## src/rtl/lcd_seq_pkg.sv

```systemverilog
package lcd_seq_pkg;
  typedef enum logic [2:0] {
    ST_IDLE, ST_RST, ST_LOAD, ST_CSSU, ST_LO, ST_HI, ST_GAP, ST_WAIT
  } seq_state_e;
endpackage

```

## src/rtl/lcd_seq_tmr.sv

```systemverilog
module lcd_seq_tmr #(
  parameter int W = 8
) (
  input  logic         clk_i,
  input  logic         rst_ni,
  input  logic         load_i,
  input  logic [W-1:0] val_i,
  output logic         zero_o
);
  logic [W-1:0] cnt_q;

  always_ff @(posedge clk_i or negedge rst_ni) begin
    if (!rst_ni)          cnt_q <= '0;
    else if (load_i)      cnt_q <= val_i;
    else if (cnt_q != '0) cnt_q <= cnt_q - 1'b1;
  end

  assign zero_o = (cnt_q == '0);
endmodule

```

## src/rtl/lcd_seq_framer.sv

```systemverilog
module lcd_seq_framer #(
  parameter int NUM_SEG = 100,
  parameter int NUM_ROW = 16,
  parameter int ROW_W   = 4,
  parameter int FIDX_W  = 5,
  parameter int FRAME_W = 105
) (
  input  logic [NUM_SEG-1:0] row_data_i,
  input  logic [FIDX_W-1:0]  fidx_i,
  input  logic [ROW_W-1:0]   ctr_i,
  output logic [FRAME_W-1:0] frame_o
);
  logic             is_ctr;
  logic [ROW_W-1:0] tag;

  assign is_ctr = (fidx_i == FIDX_W'(NUM_ROW));
  assign tag    = is_ctr ? ctr_i : fidx_i[ROW_W-1:0];

  assign frame_o[NUM_SEG-1:0] = is_ctr ? '0 : row_data_i;
  assign frame_o[FRAME_W-1]   = is_ctr;

  // tag goes out MSB first, right after the pixel bits
  for (genvar i = 0; i < ROW_W; i++) begin : g_tag
    assign frame_o[FRAME_W-2-i] = tag[i];
  end
endmodule

```

## src/rtl/lcd_seq_shift.sv

```systemverilog
module lcd_seq_shift #(
  parameter int W = 105
) (
  input  logic         clk_i,
  input  logic         rst_ni,
  input  logic         load_i,
  input  logic         shift_i,
  input  logic [W-1:0] d_i,
  output logic         bit_o
);
  logic [W-1:0] q;

  always_ff @(posedge clk_i or negedge rst_ni) begin
    if (!rst_ni)      q <= '0;
    else if (load_i)  q <= d_i;
    else if (shift_i) q <= q >> 1;
  end

  assign bit_o = q[0];
endmodule

```

## src/rtl/lcd_host_seq.sv

```systemverilog
module lcd_host_seq
  import lcd_seq_pkg::*;
#(
  parameter int CLK_MHZ      = 100,
  parameter int RST_US       = 1300,
  parameter int WAIT_US      = 100000,
  parameter int SCLK_HALF_NS = 250,
  parameter int NUM_SEG      = 100,
  parameter int NUM_ROW      = 16,
  parameter int CTR_W        = 4
) (
  input  logic                       clk_i,
  input  logic                       rst_ni,
  input  logic                       start_i,
  input  logic                       contrast_en_i,
  input  logic [CTR_W-1:0]           contrast_i,
  output logic [$clog2(NUM_ROW)-1:0] row_addr_o,
  input  logic [NUM_SEG-1:0]         row_data_i,
  output logic                       disp_en_o,
  output logic                       drv_rst_no,
  output logic                       cs_no,
  output logic                       sclk_o,
  output logic                       sdata_o,
  output logic                       done_o
);
  localparam int ROW_W    = $clog2(NUM_ROW);
  localparam int FIDX_W   = ROW_W + 1;
  localparam int FRAME_W  = NUM_SEG + ROW_W + 1;
  localparam int BIT_W    = $clog2(FRAME_W);
  localparam int HALF_CYC = (SCLK_HALF_NS * CLK_MHZ + 999) / 1000;
  localparam int RST_CYC  = RST_US * CLK_MHZ;
  localparam int WAIT_CYC = WAIT_US * CLK_MHZ;
  localparam int TMR_MAX  = (WAIT_CYC > RST_CYC) ?
                            ((WAIT_CYC > HALF_CYC) ? WAIT_CYC : HALF_CYC) :
                            ((RST_CYC > HALF_CYC) ? RST_CYC : HALF_CYC);
  localparam int TMR_W    = $clog2(TMR_MAX + 1);

  seq_state_e         st_q, st_d;
  logic [TMR_W-1:0]   tmr_val;
  logic               tmr_zero, tmr_ld;
  logic [BIT_W-1:0]   bit_q;
  logic [FIDX_W-1:0]  fidx_q;
  logic               cen_q, up_q;
  logic [CTR_W-1:0]   cval_q;
  logic [FRAME_W-1:0] frame;
  logic               sh_bit, last_bit, last_frm;

  assign last_bit   = (bit_q == BIT_W'(FRAME_W - 1));
  assign last_frm   = cen_q ? (fidx_q == FIDX_W'(NUM_ROW)) : (fidx_q == FIDX_W'(NUM_ROW - 1));
  assign row_addr_o = fidx_q[ROW_W-1:0];

  always_comb begin
    st_d = st_q;
    unique case (st_q)
      ST_IDLE: if (start_i)  st_d = up_q ? ST_LOAD : ST_RST;
      ST_RST:  if (tmr_zero) st_d = ST_LOAD;
      ST_LOAD:               st_d = ST_CSSU;
      ST_CSSU: if (tmr_zero) st_d = ST_LO;
      ST_LO:   if (tmr_zero) st_d = ST_HI;
      ST_HI:   if (tmr_zero) st_d = last_bit ? ST_GAP : ST_LO;
      ST_GAP:  if (tmr_zero) st_d = !last_frm ? ST_LOAD : (up_q ? ST_IDLE : ST_WAIT);
      ST_WAIT: if (tmr_zero) st_d = ST_IDLE;
      default:               st_d = ST_IDLE;
    endcase
  end

  // every state change reloads the interval of the state being entered
  assign tmr_ld  = (st_d != st_q);
  assign tmr_val = (st_d == ST_RST)  ? TMR_W'(RST_CYC - 1)  :
                   (st_d == ST_WAIT) ? TMR_W'(WAIT_CYC - 1) : TMR_W'(HALF_CYC - 1);

  lcd_seq_tmr #(.W(TMR_W)) i_tmr (
    .clk_i, .rst_ni, .load_i(tmr_ld), .val_i(tmr_val), .zero_o(tmr_zero)
  );

  lcd_seq_framer #(
    .NUM_SEG(NUM_SEG), .NUM_ROW(NUM_ROW), .ROW_W(ROW_W),
    .FIDX_W(FIDX_W), .FRAME_W(FRAME_W)
  ) i_framer (
    .row_data_i, .fidx_i(fidx_q), .ctr_i(ROW_W'(cval_q)), .frame_o(frame)
  );

  lcd_seq_shift #(.W(FRAME_W)) i_shift (
    .clk_i, .rst_ni,
    .load_i (st_q == ST_LOAD),
    .shift_i(st_q != ST_LO && st_d == ST_LO),
    .d_i    (frame),
    .bit_o  (sh_bit)
  );

  always_ff @(posedge clk_i or negedge rst_ni) begin
    if (!rst_ni) begin
      st_q       <= ST_IDLE;
      bit_q      <= '0;
      fidx_q     <= '0;
      cen_q      <= 1'b0;
      cval_q     <= '0;
      up_q       <= 1'b0;
      disp_en_o  <= 1'b0;
      drv_rst_no <= 1'b1;
      cs_no      <= 1'b1;
      sclk_o     <= 1'b1;
      sdata_o    <= 1'b0;
      done_o     <= 1'b0;
    end else begin
      st_q <= st_d;
      if (st_q == ST_IDLE && start_i) begin
        done_o <= 1'b0;
        cen_q  <= contrast_en_i;
        cval_q <= contrast_i;
        fidx_q <= '0;
        if (!up_q) drv_rst_no <= 1'b0;
      end
      if (st_q == ST_RST && st_d == ST_LOAD) drv_rst_no <= 1'b1;
      if (st_q == ST_LOAD) bit_q <= '0;
      if (st_d == ST_CSSU) cs_no <= 1'b0;
      if (st_q != ST_LO && st_d == ST_LO) begin
        sclk_o  <= 1'b0;
        sdata_o <= sh_bit;
      end
      if (st_q == ST_HI && st_d == ST_LO) bit_q <= bit_q + 1'b1;
      if (st_q == ST_LO && st_d == ST_HI) sclk_o <= 1'b1;
      if (st_q == ST_HI && st_d == ST_GAP) cs_no <= 1'b1;
      if (st_q == ST_GAP && st_d == ST_LOAD) fidx_q <= fidx_q + 1'b1;
      if (st_q != ST_IDLE && st_d == ST_IDLE) begin
        done_o <= 1'b1;
        if (st_q == ST_WAIT) begin
          disp_en_o <= 1'b1;
          up_q      <= 1'b1;
        end
      end
    end
  end
endmodule

```

## config.mk

```make
export PLATFORM = sky130hd
export DESIGN_NAME = lcd_host_seq
export DESIGN_NICKNAME = d
export VERILOG_FILES = /design/src/rtl/lcd_seq_pkg.sv /design/src/rtl/lcd_seq_tmr.sv /design/src/rtl/lcd_seq_framer.sv /design/src/rtl/lcd_seq_shift.sv /design/src/rtl/lcd_host_seq.sv
export SDC_FILE = /design/constraint.sdc
export NUM_CORES = 1
export LEC_CHECK = 0
export CORE_MARGIN = 2
export CORE_UTILIZATION = 50
export DETAILED_ROUTE_END_ITERATION = 8
export GPL_TIMING_DRIVEN = 0
export PLACE_DENSITY = 0.84
export SYNTH_ARGS = -nofsm -noshare
export SYNTH_HDL_FRONTEND = slang
export SYNTH_SLANG_ARGS = --single-unit
```

## constraint.sdc

```tcl
create_clock -name clk_i -period 3.95 [get_ports clk_i]
set_input_delay 0.395 -clock clk_i [delete_from_list [all_inputs] [get_ports clk_i]]
set_output_delay 0.395 -clock clk_i [all_outputs]
set_load 0.01 [all_outputs]
```

Word-level counts from Yosys, hierarchy flattened

Cells that the tools add are included.

Register bits after elaboration: 155
Latch bits: 0
RAM bits: 0
Bits in read-only memories: 0
Memories: 0

Add/sub/neg operators: 3
$mul: 0
Div/mod/pow operators: 0
Order comparisons: 0
Eq/ne operators: 20
Shift-type cells: 0
Multiplexer cells: 34
Bitwise operators: 0
Reduce and logical (&&, ||, !) cells: 23

Operators by type and width:

| cell                  | number |
|---|---|
| $mux 105              | 2 |
| $mux 100              | 1 |
| $mux 24               | 4 |
| $mux 3                | 9 |
| $eq 3x3->1 const B    | 8 |
| $logic_not 24->1      | 1 |
| $pmux 3 s8            | 1 |
| $reduce_bool 24->1    | 1 |
| $sub 24x1->24 const B | 1 |
| $reduce_bool 2->1     | 8 |
| $mux 7                | 2 |
| $eq 3x2->1 const B    | 4 |
| $mux 1                | 10 |
| $mux 5                | 2 |
| $logic_and 1x1->1     | 8 |
| $add 7x1->7 const B   | 1 |
| $eq 7x7->1 const B    | 1 |
| $eq 3x1->1 const B    | 2 |
| $logic_not 3->1       | 2 |
| $add 5x1->5 const B   | 1 |
| $eq 5x4->1 const B    | 1 |
| $eq 5x5->1 const B    | 1 |
| $mux 2                | 2 |
| $mux 4                | 1 |
| other kinds (5)       | 6 |

Logic depth before layout (Yosys ltp)

Gate-level depths: netlist of run 1.

Depth in word-level cells: 9
Mapped depth: 12
Mapped depth without buffers: 9

Modules after synthesis

A second synthesis of run 1 with hierarchy kept.

Cells, all modules: 913
Area, all modules: 8904.8 um^2

By module, submodules not included:

| module         | instances | cells an instance | area each (um^2) | seq. area each (um^2) |
|---|---|---|---|---|
| lcd_seq_shift  | 1         | 455               | 4844.6           | 2627.5 |
| lcd_host_seq   | 1         | 178               | 1561.5           | 654.4 |
| lcd_seq_tmr    | 1         | 147               | 1451.4           | 600.6 |
| lcd_seq_framer | 1         | 133               | 1047.3           | 0.0 |

Least setup slack after synthesis of run 1

Ideal clock, no wire load.

Path type: register -> register
From: register i_tmr.cnt_q[3]
To: register i_shift.q[75]
Setup time: 0.148 ns
Arrival: 2.728 ns
Required time: 3.802 ns
Slack: 1.074 ns
Stages on the path, launching flop included: 10
Period minus slack after synthesis: 2.876 ns
Path through: dfrtp_1 -> or4_4 -> nor3_4 -> nand3_2 -> or3_1 -> buf_2 -> a211oi_4 -> buf_6 -> clkbuf_8 -> o221ai_2

Word-level cells in the longest chain between the ends: 6
Elaborated cells on any way between the ends: 11
Classes of those cells: eq/ne (1); mux (7); reduce/logical (3)

RTL lines:

| item                                 | line                | text |
|---|---|---|
| start: declaration                   | lcd_seq_tmr.sv:10   | `logic [W-1:0] cnt_q;` |
| start signal: assignment             | lcd_seq_tmr.sv:14   | `else if (load_i) cnt_q <= val_i;` |
| start signal: assignment             | lcd_seq_tmr.sv:15   | `else if (cnt_q != '0) cnt_q <= cnt_q - 1'b1;` |
| $logic_not 24->1 (*)                 | lcd_seq_tmr.sv:18   | `assign zero_o = (cnt_q == '0);` |
| $mux 3, or another cell as far along | lcd_host_seq.sv:62  | `ST_WAIT: if (tmr_zero) st_d = ST_IDLE;` |
| $pmux 3 s8 (*)                       | lcd_host_seq.sv:54  | `unique case (st_q)` |
| $eq 3x3->1 (*)                       | lcd_host_seq.sv:86  | `.shift_i(st_q != ST_LO && st_d == ST_LO),` |
| $logic_and 1x1->1 (*)                | lcd_host_seq.sv:86  |  |
| $reduce_bool 2->1 (no line) (*)      | n/a                 |  |
| end signal: assignment               | lcd_seq_shift.sv:15 | `else if (load_i) q <= d_i;` |
| end signal: assignment               | lcd_seq_shift.sv:16 | `else if (shift_i) q <= q >> 1;` |
| end: declaration                     | lcd_seq_shift.sv:11 | `logic [W-1:0] q;` |

Every way passes the cells marked *; elsewhere a longest branch is shown, timed or not.
A chain may end at the register's enable or synchronous reset.

Worst setup path in the final report of run 1

From: register i_tmr.cnt_q[18]
To: register i_shift.q[89]

Same word-level chain as after synthesis.

==> impl_metrics.yaml, run 1 <==
status:
  status: "finished clean"
critical_path:
  path_max_fanout: 10
  path_cells: "or4_1, nor3_2, nand3_2, o21a_1, o21ai_0, buf_2, buf_1, o221ai_2"
  cp-start-kind: "register"
  slowest_stage: "or4_1"
  critPathMaxStageDelay_ns: 0.63
  cp.required_ns: 4.22
  critPathArrivalTime_ns: 3.94
  crit_type: "reg -> reg"
  end_kind: "register"
  r2r_slack_ns: 0.28
floorplanning:
  die_height_um: 135
  ios: 118
  core_mm2: 0.0166
  die_area_mm2: 0.0182
  row_count: 47
  start_util: 0.513
  die_w_um: 135
worst_hold_path:
  hold_class: "in -> async"
power:
  power_density_mw_per_mm2: 332
  p_clk_frac: 0.451
  p_total_mw: 3.52
  seq_power_share: 0.474
  swShare: 0.224
  irDropWorstVdd_mv: 0.359
  power_switching_uw: 789
  p_int_mw: 2.73
  leakage_nw: 4.53
  power_frac_comb: 0.075
yosys:
  synthTopCellsByArea: "dfrtp_1, o221ai_2, nand2_1, nand3_1, o221ai_1"
  synth_ff_type: "dfrtp_1"
  seq_area_frac_synth: 0.454
  synth_area_leader_cell: "dfrtp_1"
  synth.avg_cell_area_um2: 9.48
  synth_edf_count: 0
  async_flop_share: 1.00
  synthCells: 901
  syn-num-nets: 1015
  netlist_area_mm2: 0.00855
  yosysWarnings: 0
  yosys.area.top_type_share: 0.445
  ys_ff_latch: 155
  ys_types: 66
cts:
  cts_setup_buffers: 0
  cts.sinks: 155
  cts_tree: "done"
  htree_levels: 4
  cts-root-buf: "clkbuf_16"
  clk_latency_ns: 0.43
  numCtsBuffers: 17
  cts_hold_buf: 0
  cts_resized: 0
  clk_path_buf_depth: 2
  cts.clk_slew.worst_paths_ns: 0.06
timing:
  slew_headroom: 0.219
  setup-tns-final_ns: 0
  slew_violations: 0
  holdWs_ns: 0.0477
  max_slew.worst_pin.slew_ns: 1.17
  finalHoldViolations: 0
  fin_crit_sh: 0.928
  grt_setup_unrepaired: "false"
  clock.fmax_mhz: 273
  fin_skew_ns: 0.0105
  finalWorstSetupSlack_ns: 0.283
  finalCriticalPeriod_ns: 3.67
  finalSetupViolCount: 0
cells_and_area:
  final_common_cell: "nand2_1"
  n_fill_cell: 1367
  final_cell_mix: "nand2_1, dfrtp_1, clkdlybuf4s50_1"
  final_cells: 1271
  nNetsFinal: 1152
  final_design_area_no_fill_mm2: 0.0106
  antennaDiodeCount: 0
  multi_input_area_mm2: 0.00422
  regArea_mm2: 0.00388
  area_growth_pct: 24.0
  drive_above_1_share: 0.135
  final_util: 0.637
grt:
  groute.usage.overall: 0.250
  antenna_found_initial: 0
  grt_pass1_vias: 7446
  grt_max_degree: 85
  grt_pass1_wl_um: 36300
  gr-total-overflow: 0
placement:
  finalWeightedCongestion: 0.896
  dp_hpwl_um: 15300
  portBuffers: 117
  placedCellCount: 1239
  dpl_cell_area_mm2: 0.0100
  place_ws_ns: 0.293
detailed_routing:
  drt-vias-per-instance: 5.95
  first_pass_iters: 5
  post_drt_wl_per_cell_um: 17.3
  drcViolationCount: 0
  antenna_left: 0
  drt_iter0_markers: 680
  vias: 7568
  wl_um: 22000
flow_run:
  cap_violations: 0
kinds of logic (layout without fill, tap and decap cells):
| family | Yosys count | in the layout | share of synthesized area |
|---|---|---|---|
| flip-flops | 155 | 155 | 0.454 |
| XOR/XNOR | 21 | 21 | 0.0215 |
| buffers and inverters | 95 | 245 | 0.0518 |
| AO/OA/AOI/OAI | 186 | 186 | 0.223 |
| adder cells (fa/ha/maj) | 6 | 6 | 0.00878 |
| multiplexers | 9 | 9 | 0.0116 |
| AND/OR/NAND/NOR | 429 | 429 | 0.229 |
power groups by stage:
stage	Combinational, mW	Clock [mW]	Sequential (mW)
floorplan	0.104	0	1.69
global placement	0.254	0	1.69
detailed placement	0.266	0	1.70
CTS	0.267	1.60	1.67
global route	0.291	1.67	1.67
finish	0.263	1.59	1.67
worst max-delay path, delay by kind of cell, from the launching register on:
| family | cells | cell delay (ns) |
|---|---|---|
| compound gates | 3 | 0.83 |
| buf+inv | 2 | 0.93 |
| flops | 1 | 0.42 |
| simple gates | 3 | 1.32 |
area by class of cell:
| type | count | share of cell area |
|---|---|---|
| multi-input combinational | 651 | 0.398 |
| sequential | 155 | 0.366 |
| timing repair buffer | 118 | 0.113 |
| clock buffer | 22 | 0.0457 |
| buffer | 83 | 0.0375 |
| tap | 220 | 0.0260 |
| clock inverter | 10 | 0.00862 |
| inverter | 12 | 0.00425 |
worst paths after layout:
path,from,endpoint,cells past startpoint
min in group clk_i,i_shift.q[0],sdata_o,1
max in group asynchronous,rst_ni,i_shift.q[85],2
max reg2reg,i_tmr.cnt_q[18],i_shift.q[89],8
min reg2reg,i_shift.q[0],sdata_o,1
min,rst_ni,i_shift.q[18],1
max,i_tmr.cnt_q[18],i_shift.q[89],8
cells in the mapped netlist (all sizes together) (2+ instances only):
library cell,n
or3,8
buf,28
nor4,10
o31ai,2
a211oi,2
inv,12
a21oi,13
xor2,6
and2,6
a31oi,2
o21a,3
a2111oi,3
or4,4
nand3b,3
nor2,23
xnor2,15
o211ai,7
clkbuf,55
nand2,226
mux2i,2
nand4b,3
o2bb2ai,2
a21o,5
and3,5
ha,6
nor3,15
dfstp,3
or2,2
a211o,3
mux2,7
a22oi,2
o221ai,102
dfrtp,152
nand2b,7
nand3,112
o21ai,28
registers in the layout, summed over array words and instances, names as in the netlist:
name         flops
drv_rst_no       1
st_q             3
sdata_o          1
fidx_q           5
cs_no            1
done_o           1
cval_q           4
sclk_o           1
i_shift.q      105
up_q             1
i_tmr.cnt_q     24
cen_q            1
bit_q            7
per-layer routing:
metal	track usage	wire, µm	vias to the layer above	share of wire
met3	0.0469	1190	41	0.054
li1	-	-	3562	-
met5	0	0	-	0
met1	0.346	9790	3708	0.44
met2	0.395	10500	257	0.48
met4	0.0901	520	0	0.024
(Power assumes the default switching activity.)
==> run 2: changes to the inputs <==
--- a/config.mk
+++ b/config.mk
@@ -5,6 +5,7 @@
 export SDC_FILE = /design/constraint.sdc
 export NUM_CORES = 1
 export LEC_CHECK = 0
+export CAP_MARGIN = 10
 export CORE_MARGIN = 2
 export CORE_UTILIZATION = 50
 export DETAILED_ROUTE_END_ITERATION = 8
==> results of run 2 <==
The final DEF is identical to that of run 1; final timing and power are the same.
